### src/rtl/uart_irq_pkg.sv
package uart_irq_pkg;
  typedef enum logic [2:0] {
    ID_MODEM   = 3'b000,
    ID_THRE    = 3'b001,
    ID_RXDATA  = 3'b010,
    ID_LINE    = 3'b011,
    ID_TIMEOUT = 3'b110
  } irq_id_e;

  localparam int EN_RX    = 0;
  localparam int EN_THRE  = 1;
  localparam int EN_LINE  = 2;
  localparam int EN_MODEM = 3;
endpackage

### src/rtl/uart_irq_latch.sv
module uart_irq_latch (
  input  logic clk,
  input  logic rst,
  input  logic set_i,
  input  logic clr_i,
  output logic flag_o
);
  always_ff @(posedge clk) begin
    if (rst)        flag_o <= 1'b0;
    else if (set_i) flag_o <= 1'b1;
    else if (clr_i) flag_o <= 1'b0;
  end


  latch_set_chk: assert property (@(posedge clk) disable iff (rst)
    set_i |=> flag_o);

  latch_clr_chk: assert property (@(posedge clk) disable iff (rst)
    (clr_i && !set_i) |=> !flag_o);
endmodule

### src/rtl/uart_irq_thre.sv
module uart_irq_thre (
  input  logic clk,
  input  logic rst,
  input  logic thr_empty_i,
  input  logic en_i,
  input  logic wr_thr_i,
  input  logic rd_clr_i,
  output logic flag_o
);
  logic empty_q, en_q, arm;

  assign arm = thr_empty_i && (!empty_q || (en_i && !en_q));

  always_ff @(posedge clk) begin
    if (rst) begin
      empty_q <= 1'b0;
      en_q    <= 1'b0;
      flag_o  <= 1'b0;
    end else begin
      empty_q <= thr_empty_i;
      en_q    <= en_i;
      if (arm)                       flag_o <= 1'b1;
      else if (wr_thr_i || rd_clr_i) flag_o <= 1'b0;
    end
  end


  thre_arm_chk: assert property (@(posedge clk) disable iff (rst)
    $rose(thr_empty_i) |=> flag_o);

  thre_wr_clr_chk: assert property (@(posedge clk) disable iff (rst)
    (wr_thr_i && !thr_empty_i) |=> !flag_o);
endmodule

### src/rtl/uart_irq_timeout.sv
module uart_irq_timeout #(
  parameter int CHAR_CYCLES = 16,
  parameter int TO_CHARS    = 4
) (
  input  logic clk,
  input  logic rst,
  input  logic fifo_en_i,
  input  logic nonempty_i,
  input  logic push_i,
  input  logic pop_i,
  output logic to_o
);
  localparam int LIMIT = CHAR_CYCLES * TO_CHARS;
  localparam int CW    = $clog2(LIMIT + 1);

  logic [CW-1:0] cnt;
  logic          idle_break;

  assign idle_break = push_i || pop_i || !nonempty_i || !fifo_en_i;

  always_ff @(posedge clk) begin
    if (rst) begin
      cnt  <= '0;
      to_o <= 1'b0;
    end else if (idle_break) begin
      cnt  <= '0;
      to_o <= 1'b0;
    end else if (!to_o) begin
      if (cnt == CW'(LIMIT - 1)) begin
        cnt  <= '0;
        to_o <= 1'b1;
      end else begin
        cnt <= cnt + 1'b1;
      end
    end
  end


  to_rise_chk: assert property (@(posedge clk) disable iff (rst)
    $rose(to_o) |-> ($past(nonempty_i) && $past(fifo_en_i)));

  to_pop_chk: assert property (@(posedge clk) disable iff (rst)
    pop_i |=> !to_o);
endmodule

### src/rtl/uart_irq_prio.sv
module uart_irq_prio
  import uart_irq_pkg::*;
(
  input  logic    line_i,
  input  logic    rx_i,
  input  logic    to_i,
  input  logic    thre_i,
  input  logic    modem_i,
  output logic    pend_o,
  output irq_id_e id_o
);
  always_comb begin
    pend_o = 1'b1;
    id_o   = ID_MODEM;
    if (line_i)       id_o = ID_LINE;
    else if (rx_i)    id_o = ID_RXDATA;
    else if (to_i)    id_o = ID_TIMEOUT;
    else if (thre_i)  id_o = ID_THRE;
    else if (modem_i) id_o = ID_MODEM;
    else              pend_o = 1'b0;
  end
endmodule

### src/rtl/uart_irq_ident.sv
module uart_irq_ident
  import uart_irq_pkg::*;
#(
  parameter int CHAR_CYCLES = 16,
  parameter int TO_CHARS    = 4
) (
  input  logic       clk,
  input  logic       rst,
  input  logic [3:0] ier_i,
  input  logic       aux2_i,
  input  logic       fifo_en_i,
  input  logic       lsr_evt_i,
  input  logic       rd_lsr_i,
  input  logic       msr_evt_i,
  input  logic       rd_msr_i,
  input  logic       rx_avail_i,
  input  logic       rx_nonempty_i,
  input  logic       rx_push_i,
  input  logic       rd_rbr_i,
  input  logic       thr_empty_i,
  input  logic       wr_thr_i,
  input  logic       rd_iir_i,
  output logic [7:0] iir_o,
  output logic       irq_o
);
  logic    line_q, modem_q, thre_q, to_q;
  logic    thre_rd_clr, pend;
  irq_id_e id;

  assign thre_rd_clr = rd_iir_i && !iir_o[0] && (iir_o[3:1] == ID_THRE);

  uart_irq_latch u_line (
    .clk(clk), .rst(rst), .set_i(lsr_evt_i), .clr_i(rd_lsr_i), .flag_o(line_q));

  uart_irq_latch u_modem (
    .clk(clk), .rst(rst), .set_i(msr_evt_i), .clr_i(rd_msr_i), .flag_o(modem_q));

  uart_irq_thre u_thre (
    .clk(clk), .rst(rst), .thr_empty_i(thr_empty_i), .en_i(ier_i[EN_THRE]),
    .wr_thr_i(wr_thr_i), .rd_clr_i(thre_rd_clr), .flag_o(thre_q));

  uart_irq_timeout #(.CHAR_CYCLES(CHAR_CYCLES), .TO_CHARS(TO_CHARS)) u_to (
    .clk(clk), .rst(rst), .fifo_en_i(fifo_en_i), .nonempty_i(rx_nonempty_i),
    .push_i(rx_push_i), .pop_i(rd_rbr_i), .to_o(to_q));

  uart_irq_prio u_prio (
    .line_i (line_q     && ier_i[EN_LINE]),
    .rx_i   (rx_avail_i && ier_i[EN_RX]),
    .to_i   (to_q       && ier_i[EN_RX]),
    .thre_i (thre_q     && ier_i[EN_THRE]),
    .modem_i(modem_q    && ier_i[EN_MODEM]),
    .pend_o (pend),
    .id_o   (id));

  always_ff @(posedge clk) begin
    if (rst) begin
      iir_o <= 8'h01;
      irq_o <= 1'b0;
    end else begin
      iir_o <= {{2{fifo_en_i}}, 2'b00, id, !pend};
      irq_o <= pend && aux2_i;
    end
  end


  irq_gate_chk: assert property (@(posedge clk) disable iff (rst)
    irq_o |-> ($past(aux2_i) && !iir_o[0]));

  id_legal_chk: assert property (@(posedge clk) disable iff (rst)
    !iir_o[0] |-> (iir_o[3:1] != 3'b100 && iir_o[3:1] != 3'b101 && iir_o[3:1] != 3'b111));

  line_mask_chk: assert property (@(posedge clk) disable iff (rst)
    (!iir_o[0] && iir_o[3:1] == 3'b011) |-> $past(ier_i[2]));

  fifo_bits_chk: assert property (@(posedge clk) disable iff (rst)
    (iir_o[7:6] == 2'b11) |-> $past(fifo_en_i));
endmodule

### config.mk
export PLATFORM = sky130hd
export DESIGN_NAME = uart_irq_ident
export DESIGN_NICKNAME = d
export VERILOG_FILES = /design/src/rtl/uart_irq_pkg.sv /design/src/rtl/uart_irq_latch.sv /design/src/rtl/uart_irq_thre.sv /design/src/rtl/uart_irq_timeout.sv /design/src/rtl/uart_irq_prio.sv /design/src/rtl/uart_irq_ident.sv
export SDC_FILE = /design/constraint.sdc
export NUM_CORES = 1
export LEC_CHECK = 0
export BUFFER_PORTS_ARGS = -buffer_cell sky130_fd_sc_hd__buf_2
export CORE_MARGIN = 4
export CORE_UTILIZATION = 46
export CTS_CLUSTER_DIAMETER = 80
export DETAILED_ROUTE_END_ITERATION = 7
export GPL_ROUTABILITY_DRIVEN = 0
export PLACE_DENSITY = 0.82
export RECOVER_POWER = 25
export SETUP_SLACK_MARGIN = 0.1
export SYNTH_ARGS = -nofsm -noshare
export SYNTH_HDL_FRONTEND = slang
export SYNTH_SLANG_ARGS = --single-unit
### constraint.sdc
create_clock -name clk -period 1.3 [get_ports clk]
set_input_delay 0.26 -clock clk [delete_from_list [all_inputs] [get_ports clk]]
set_output_delay 0.26 -clock clk [all_outputs]
set_load 0.01 [all_outputs]
Word-level counts from Yosys, hierarchy flattened --
Cells that the tools add are included.
Word-level totals: register bits after elaboration 21, bits of input ports 19, output and inout port bits 9
Cells by class: add/sub/neg operators 1, eq/ne operators 2, multiplexer cells 18, reductions and logical operators 26
Operator list (count):
- two-way mux 1 bit | 14
- logical AND 1 bit | 10
- adder 7 x 1 -> 7 bit, second input constant | 1
- equality test 7 x 6 -> 1 bit, second input constant | 1
- two-way mux 7 bit | 1
- logical NOT 1 bit | 6
- nonzero test 2 bit | 3
- logical OR 1 bit | 5
- two-way mux 2 bit | 2
- equality test 3 x 1 -> 1 bit, second input constant | 1
- two-way mux 3 bit | 1
- OR reduction 3 bit | 1
- OR reduction 2 bit | 1

Depth between registers and ports, before layout --
Gate-level depths: netlist of run 1.
depth after elaboration 7, depth in mapped cells 4

Hierarchy --
Synthesis of run 1 repeated with hierarchy kept, for this count alone.
Unflattened totals: cell total of the unflattened synthesis 89, area, all modules 842.1 um^2
Modules (own cells, without submodules):
- uart_irq_timeout | instances 1, cells an instance 43, area an instance 386.6 um^2
- uart_irq_ident | instances 1, cells an instance 24, area an instance 240.2 um^2
- uart_irq_thre | instances 1, cells an instance 9, area an instance 101.3 um^2
- uart_irq_latch | instances 2, cells an instance 4, area an instance 38.8 um^2
- uart_irq_prio | instances 1, cells an instance 5, area an instance 36.3 um^2

Worst setup path before layout of run 1 --
Ideal clock, no wire load.
kind register to register, from register u_to.cnt[0], to register u_to.cnt[3], library setup time 0.132 ns, arrival time 1.073 ns, slack 0.095 ns, cell stages (with the launch flop) 5, buffers on the path 0, period minus slack after synthesis 1.205 ns, path through dfxtp_1 -> ha_1 -> nand4_1 -> nor3_1 -> nor3_1
Between the ends: cells in the longest elaborated chain, start to end 2, elaborated cells on any way between the ends 3
Ends and longest elaborated chain:
- start: declaration | RTL line uart_irq_timeout.sv:16 | logic [CW-1:0] cnt;
- start signal: assignment | RTL line uart_irq_timeout.sv:33 | cnt <= cnt + 1'b1;
- adder 7 x 1 -> 7 bit / equality test 7 x 6 -> 1 bit (equally long branches) | RTL line uart_irq_timeout.sv:33, uart_irq_timeout.sv:29
- two-way mux 7 bit * | RTL line uart_irq_timeout.sv:29 | if (cnt == CW'(LIMIT - 1)) begin
Every way passes the cells marked *; elsewhere a longest branch is shown, timed or not. A chain may end at the register's enable or synchronous reset.

Worst setup path after layout of run 1 --
Same ends and word-level chain as after synthesis.

==> metrics.yaml, run 1 <==
worst_clock_skew_ps: 3.868
timing.rr.end: "u_to.cnt[3]$_SDFFE_PP0N_"
synth_top_area_share_pct: 49.51
grt_max_degree: 12
postSynthAreaPerCell_um2: 9.484
hold_path.class: "in -> reg"
routed_wl_um: 1469
clock-root-buffer: "sky130_fd_sc_hd__clkbuf_4"
total_number_of_nets_in_the_final_design: 129
finalWorstPathRequiredPeriod_ps: 1148
hold_path_startpoint: "msr_evt_i"
drt_iter0_markers: 16
clock_latency_ps: 290
routed_via_density: 5.073
largest_cells_by_area_after_synthesis: "sky130_fd_sc_hd__dfxtp_1, sky130_fd_sc_hd__nor2_1, sky130_fd_sc_hd__o21ai_0"
antenna_cells_inserted: 0
yosys_register_bits: 19
final_total_negative_setup_slack_ps: 0
grt-busiest-layer: "met2"
postRouteAntennaNets: 0
global_route.overflow_total: 0
sequential_element_share_of_the_synthesized_area_pct: 49.51
holdPathStages: 3
synthToLayoutAreaGrowth_pct: 23.13
synth_warnings: 0
grt_pass1_vias: 565
synth_largest_area_cell: "sky130_fd_sc_hd__dfxtp_1"
route.detailed.wl_per_inst_um: 11.85
synth_cell_types: 30
start_util_pct: 49.84
period_share_pct: 88.33
worstPathMaxFanout: 4
chip_width_um: 48.87
result_of_the_run: "finished, final reports clean"
global_route.usage.met1_pct: 17.60
tritoncts: "done"
clock_tree.htree_level_count: 1
maxCapViolCount: 0
final-hold-violation-count: 0
layout.cells.most_common: "sky130_fd_sc_hd__buf_2"
reg2reg_depth: 4
critical_path_arrival_ps: 1330
worst_setup_path_end_kind: "register"
drc: 0
fp.dieH_um: 48.87
finalMaxSlewViolations: 0
num_rows: 14
clk_transition_reported_paths_ps: 110
cts-hold-fix-buffers: 0
power.density_nw_per_um2: 1037
total_power_uw: 980.6
worst_setup_sp_type: "register"
max_freq_ghz: 0.8709
top_library_cells_by_usage_in_the_layout_fill_and_taps_aside: "sky130_fd_sc_hd__buf_2, sky130_fd_sc_hd__dfxtp_1, sky130_fd_sc_hd__nor2_1"
drt-pass1-iter-count: 4
ir_worst_vdd_mv: 0.5664
top_level_ports: 28
cts_inserted_buffers: 3
io_buffer_count: 25
fp.coreArea_um2: 1541
first_pass_grt_wire_length_um: 2470
layout-drive-gt1-share_pct: 36.11
post_synth_inst_count: 81
setup_viol_count_final: 0
setup.reg_to_reg.worst_slack_ps: 150
whs_endpoint: "u_modem.flag_o$_SDFFE_PP0P_"
dp.final_hpwl_um: 1172
timing.critical_path.required_ps: 1480
p_leak_nw: 0.4206
antenna_found_initial: 0
die_area_um2: 2388
cts_buffer_depth: 2
path_class: "reg -> reg"
routed_vias: 629
synth_area_um2: 768.2
post-cts-setup-buffers: 0
clock_sinks: 19
rsz0062_at_grt: "true"
globalRouteMet2Util_pct: 19.35
grt_util_all_layers_pct: 12.74
use_met3_pct: 0.3058
r2r-start: "u_to.cnt[0]$_SDFFE_PP0N_"
## Yosys cell counts
cell / count
sky130_fd_sc_hd__a211oi_2: 1
sky130_fd_sc_hd__a21oi_1: 5
sky130_fd_sc_hd__a22oi_1: 1
sky130_fd_sc_hd__a31o_2: 1
sky130_fd_sc_hd__a32o_1: 1
sky130_fd_sc_hd__and2b_2: 1
sky130_fd_sc_hd__buf_2: 1
sky130_fd_sc_hd__buf_4: 3
sky130_fd_sc_hd__buf_6: 1
sky130_fd_sc_hd__conb_1: 1
sky130_fd_sc_hd__dfxtp_1: 19
sky130_fd_sc_hd__ha_1: 1
sky130_fd_sc_hd__inv_1: 4
sky130_fd_sc_hd__mux2i_1: 1
sky130_fd_sc_hd__nand2_1: 4
sky130_fd_sc_hd__nand2b_1: 1
sky130_fd_sc_hd__nand3_1: 2
sky130_fd_sc_hd__nand3b_1: 1
sky130_fd_sc_hd__nand4_1: 1
sky130_fd_sc_hd__nand4b_1: 1
sky130_fd_sc_hd__nand4b_4: 1
sky130_fd_sc_hd__nor2_1: 9
sky130_fd_sc_hd__nor2b_1: 4
sky130_fd_sc_hd__nor3_1: 4
sky130_fd_sc_hd__nor4b_1: 1
sky130_fd_sc_hd__o21ai_0: 6
sky130_fd_sc_hd__or2b_1: 1
sky130_fd_sc_hd__or3_1: 1
sky130_fd_sc_hd__xnor2_1: 1
sky130_fd_sc_hd__xor2_1: 2
## stage by stage
step / utilization [%] / cell area, um2 / setup slack, ps / cells / hold WS, ps
finish: 61.36 / 945.9 / 151.8 / 124 / 169.5
global route: 61.36 / 945.9 / 75.10 / 124 / 165.7
CTS: 61.28 / 944.7 / 119.4 / 124 / 154.3
detailed placement: 58.28 / 898.4 / 46.85 / 120 / 474.1
global placement: 58.28 / 898.4 / 107.4 / 120 / 462.9
floorplan: - / 777.0 / 130.1 / 82 / 377.4
## registers in the layout, summed over array words and instances (netlist names)
register	flops
u_to.cnt	7
iir_o	5
irq_o	1
u_line.flag_o	1
u_modem.flag_o	1
u_thre.empty_q	1
u_thre.en_q	1
u_thre.flag_o	1
u_to.to_o	1
## report_power, final
part / switching, mW / leakage [nW] / internal [mW]
combinational: 0.0409 / 0.244 / 0.0428
sequential: 0.0101 / 0.159 / 0.596
clock: 0.176 / 0.0177 / 0.114
## per-layer routing
| metal | vias up | wire, um |
|---|---|---|
| li1 | 324 | - |
| met1 | 286 | 723 |
| met2 | 17 | 667 |
| met3 | 2 | 57 |
| met4 | 0 | 21 |
| met5 | - | 0 |
## how the worst max path moves through the flow
stage	startpoint	end	slack, ps
finish	u_to.cnt[0]$_SDFFE_PP0N_	u_to.cnt[3]$_SDFFE_PP0N_	150
global route	u_to.cnt[0]$_SDFFE_PP0N_	u_to.to_o$_SDFF_PP0_	80
CTS	u_to.cnt[1]$_SDFFE_PP0N_	u_to.cnt[3]$_SDFFE_PP0N_	120
detailed placement	u_to.cnt[0]$_SDFFE_PP0N_	u_to.cnt[3]$_SDFFE_PP0N_	50
global placement	u_to.cnt[0]$_SDFFE_PP0N_	u_to.cnt[0]$_SDFFE_PP0N_	110
floorplan	u_to.to_o$_SDFF_PP0_	u_to.cnt[5]$_SDFFE_PP0N_	130
## cell families after synthesis
logic type / count (synthesis) / synth area share, %
compound gates: 15 / 12.21
xor+xnor: 3 / 3.421
fa+ha+maj: 1 / 1.628
buf+inv: 9 / 7.002
flops: 19 / 49.51
mux: 1 / 1.303
other cells: 1 / 0.4881
simple gates: 32 / 24.43
## repair_timing
action / 4_1_cts / 5_1_grt
gates resized for setup: 6 / 4
endpoints found under the setup margin: 5 / 6
pin swaps: 2 / 3
## critical path: stages, from the launching register on
cell and delay, ps:
sky130_fd_sc_hd__dfxtp_4 400, sky130_fd_sc_hd__ha_4 140, sky130_fd_sc_hd__nand4_1 170, sky130_fd_sc_hd__nor3_2 240, sky130_fd_sc_hd__nor3_1 80
## area by class of cell
class / count / area, um2
clock buffers: 3 / 22.52
clock inverters: 1 / 5.005
fillers: 141 / 595.6
inverters: 4 / 15.01
multi-input cells: 54 / 355.3
flip-flops and latches: 19 / 392.9
well taps: 16 / 20.02
repair buffers: 27 / 135.1
No activity file was read; power rests on OpenSTA's default activity.
==> run 2: changes to the inputs <==
--- a/config.mk
+++ b/config.mk
@@ -7,11 +7,10 @@
 export LEC_CHECK = 0
 export BUFFER_PORTS_ARGS = -buffer_cell sky130_fd_sc_hd__buf_2
 export CORE_MARGIN = 4
-export CORE_UTILIZATION = 46
-export CTS_CLUSTER_DIAMETER = 80
+export CORE_UTILIZATION = 42
 export DETAILED_ROUTE_END_ITERATION = 7
 export GPL_ROUTABILITY_DRIVEN = 0
-export PLACE_DENSITY = 0.82
+export PLACE_DENSITY = 0.79
 export RECOVER_POWER = 25
 export SETUP_SLACK_MARGIN = 0.1
 export SYNTH_ARGS = -nofsm -noshare
==> constraint.sdc (replaced) <==
create_clock -name clk -period 0.95 [get_ports clk]
set_input_delay 0.19 -clock clk [delete_from_list [all_inputs] [get_ports clk]]
set_output_delay 0.19 -clock clk [all_outputs]
set_load 0.02 [all_outputs]
==> metrics.yaml, run 2 (synthesis results as in run 1) <==
ir_worst_vdd_mv: 0.7848
fp.coreArea_um2: 1727
total_power_mw: 1.430
clock_tree.htree_level_count: 1
grt_util_all_layers_pct: 15.18
cts_inserted_buffers: 3
use_met3_pct: 2.077
start_util_pct: 44.49
routed_wl_um: 2004
max_freq_ghz: 0.8296
postRouteAntennaNets: 0
clock-root-buffer: "sky130_fd_sc_hd__clkbuf_4"
worst_clock_skew_ps: 6.194
clk_transition_reported_paths_ps: 110
finalMaxSlewViolations: 0
critical_path_arrival_ps: 1430
post_dp_cell_area_um2: 979.7
finalInstanceArea_um2: 1176
hold_path.class: "in -> reg"
largest_register_ffs: 7
grt-busiest-layer: "met2"
grt_pass1_vias: 634
final-hold-violation-count: 0
global_route.overflow_total: 0
grt_max_degree: 12
p_leak_nw: 0.4942
path_class: "reg -> reg"
final-instance-count-excl-fill: 142
area.sequential_um2: 401.6
cts_buffer_depth: 2
timing.critical_path.required_ps: 1180
rsz0062_at_grt: "true"
routed_via_density: 4.972
worst_setup_sp_type: "register"
finalWorstPathRequiredPeriod_ps: 1205
die_area_um2: 2578
tritoncts: "done"
synthToLayoutAreaGrowth_pct: 53.09
first_pass_grt_wire_length_um: 2842
failed_checks: "setup timing"
drt_iter0_markers: 9
total_number_of_nets_in_the_final_design: 138
drt-pass1-iter-count: 4
result_of_the_run: "finished with violations"
power.density_nw_per_um2: 1216
clock_latency_ps: 300
chip_width_um: 50.77
fin_ws_ps: -255.4
antenna_cells_inserted: 0
drc: 0
place_worst_setup_slack_ps: -205.7
worst_setup_path_end_kind: "register"
layout-drive-gt1-share_pct: 57.26
globalRouteMet2Util_pct: 25.43
setup_viol_count_final: 16
layout.cells.most_common: "sky130_fd_sc_hd__buf_2"
routed_vias: 706
worstPathMaxFanout: 4
period_share_pct: 126.9
final_total_negative_setup_slack_ps: -1694
top_library_cells_by_usage_in_the_layout_fill_and_taps_aside: "sky130_fd_sc_hd__buf_2, sky130_fd_sc_hd__buf_6, sky130_fd_sc_hd__nor2_1"
clock_sinks: 19
cts-hold-fix-buffers: 0
io_buffer_count: 25
top_level_ports: 28
fillCellCount: 140
maxCapViolCount: 0
fp.dieH_um: 50.77
dp.final_hpwl_um: 1263
register_containing_the_most_flip_flops_in_the_final_layout: "u_to.cnt"
antenna_found_initial: 0
multi_input_comb_area_um2: 442.9
registers_with_the_most_flip_flops: "u_to.cnt x7, iir_o x5"
global_route.usage.met1_pct: 18.12
dp_cells: 134
route.detailed.wl_per_inst_um: 14.11
num_rows: 15
==> run 2: changes by cell type in the layout (fill, tap and decap cells not counted), moves of 2 or more <==
cell / change
sky130_fd_sc_hd__o21ai_2: +2
sky130_fd_sc_hd__a21oi_1: -2
sky130_fd_sc_hd__nand3_2: +2
sky130_fd_sc_hd__a21oi_2: +2
sky130_fd_sc_hd__buf_6: +10
sky130_fd_sc_hd__dfxtp_2: +7
sky130_fd_sc_hd__dfxtp_1: -7
sky130_fd_sc_hd__buf_4: +6
sky130_fd_sc_hd__nand3_1: -2
sky130_fd_sc_hd__o21ai_0: -4
sky130_fd_sc_hd__buf_2: -7
sky130_fd_sc_hd__o21ai_4: +2
==> run 2: final cells by class <==
type	instances	share of cell area [%]
clock buffers	3	1.915
clock inverters	1	0.4255
inverters	4	1.277
multi-input cells	54	37.66
flip-flops and latches	19	34.15
well taps	25	2.660
repair buffers	36	21.91
==> run 2: worst paths after layout <==
kind | from | to | slack [ps] | depth (start not counted)
max | u_to.cnt[2]$_SDFFE_PP0N_ | u_to.to_o$_SDFF_PP0_ | -260 | 4
max reg2reg | u_to.cnt[2]$_SDFFE_PP0N_ | u_to.to_o$_SDFF_PP0_ | -260 | 4
min reg2reg | u_to.cnt[6]$_SDFFE_PP0N_ | u_to.cnt[6]$_SDFFE_PP0N_ | 490 | 2
min | lsr_evt_i | u_line.flag_o$_SDFFE_PP0P_ | 90 | 3
==> run 2: what timing repair did <==
item / in CTS / in global routing
setup buffers: 1 / 4
pin swaps: 13 / 10
endpoints found under the setup margin: 20 / 19
gates resized for setup: 29 / 12
==> run 2: worst max-delay path, stage by stage, from the launching register on <==
cell and delay (ps):
sky130_fd_sc_hd__dfxtp_2 370, sky130_fd_sc_hd__buf_4 160, sky130_fd_sc_hd__or2b_4 290, sky130_fd_sc_hd__o21ai_2 150, sky130_fd_sc_hd__nor2b_1 160
==> run 2: power by group <==
group	leakage, nW	internal [mW]	total, mW	switching, mW
combinational	0.316	0.0912	0.180	0.0888
sequential	0.161	0.820	0.838	0.0188
clock	0.0177	0.157	0.412	0.255
==> run 2: layer usage <==
layer	share of wire (%)	routed length, um	up-vias
met1	41	829	339
met4	1.1	23	0
met2	53	1065	19
met5	0	0	-
met3	4.2	85	2
li1	-	-	346
==> run 2: stage by stage <==
stage	util (%)	hold slack [ps]
floorplan	-	307.4
global placement	56.74	396.2
detailed placement	56.74	406.4
CTS	64.42	84.09
global route	68.12	83.85
finish	68.12	85.43
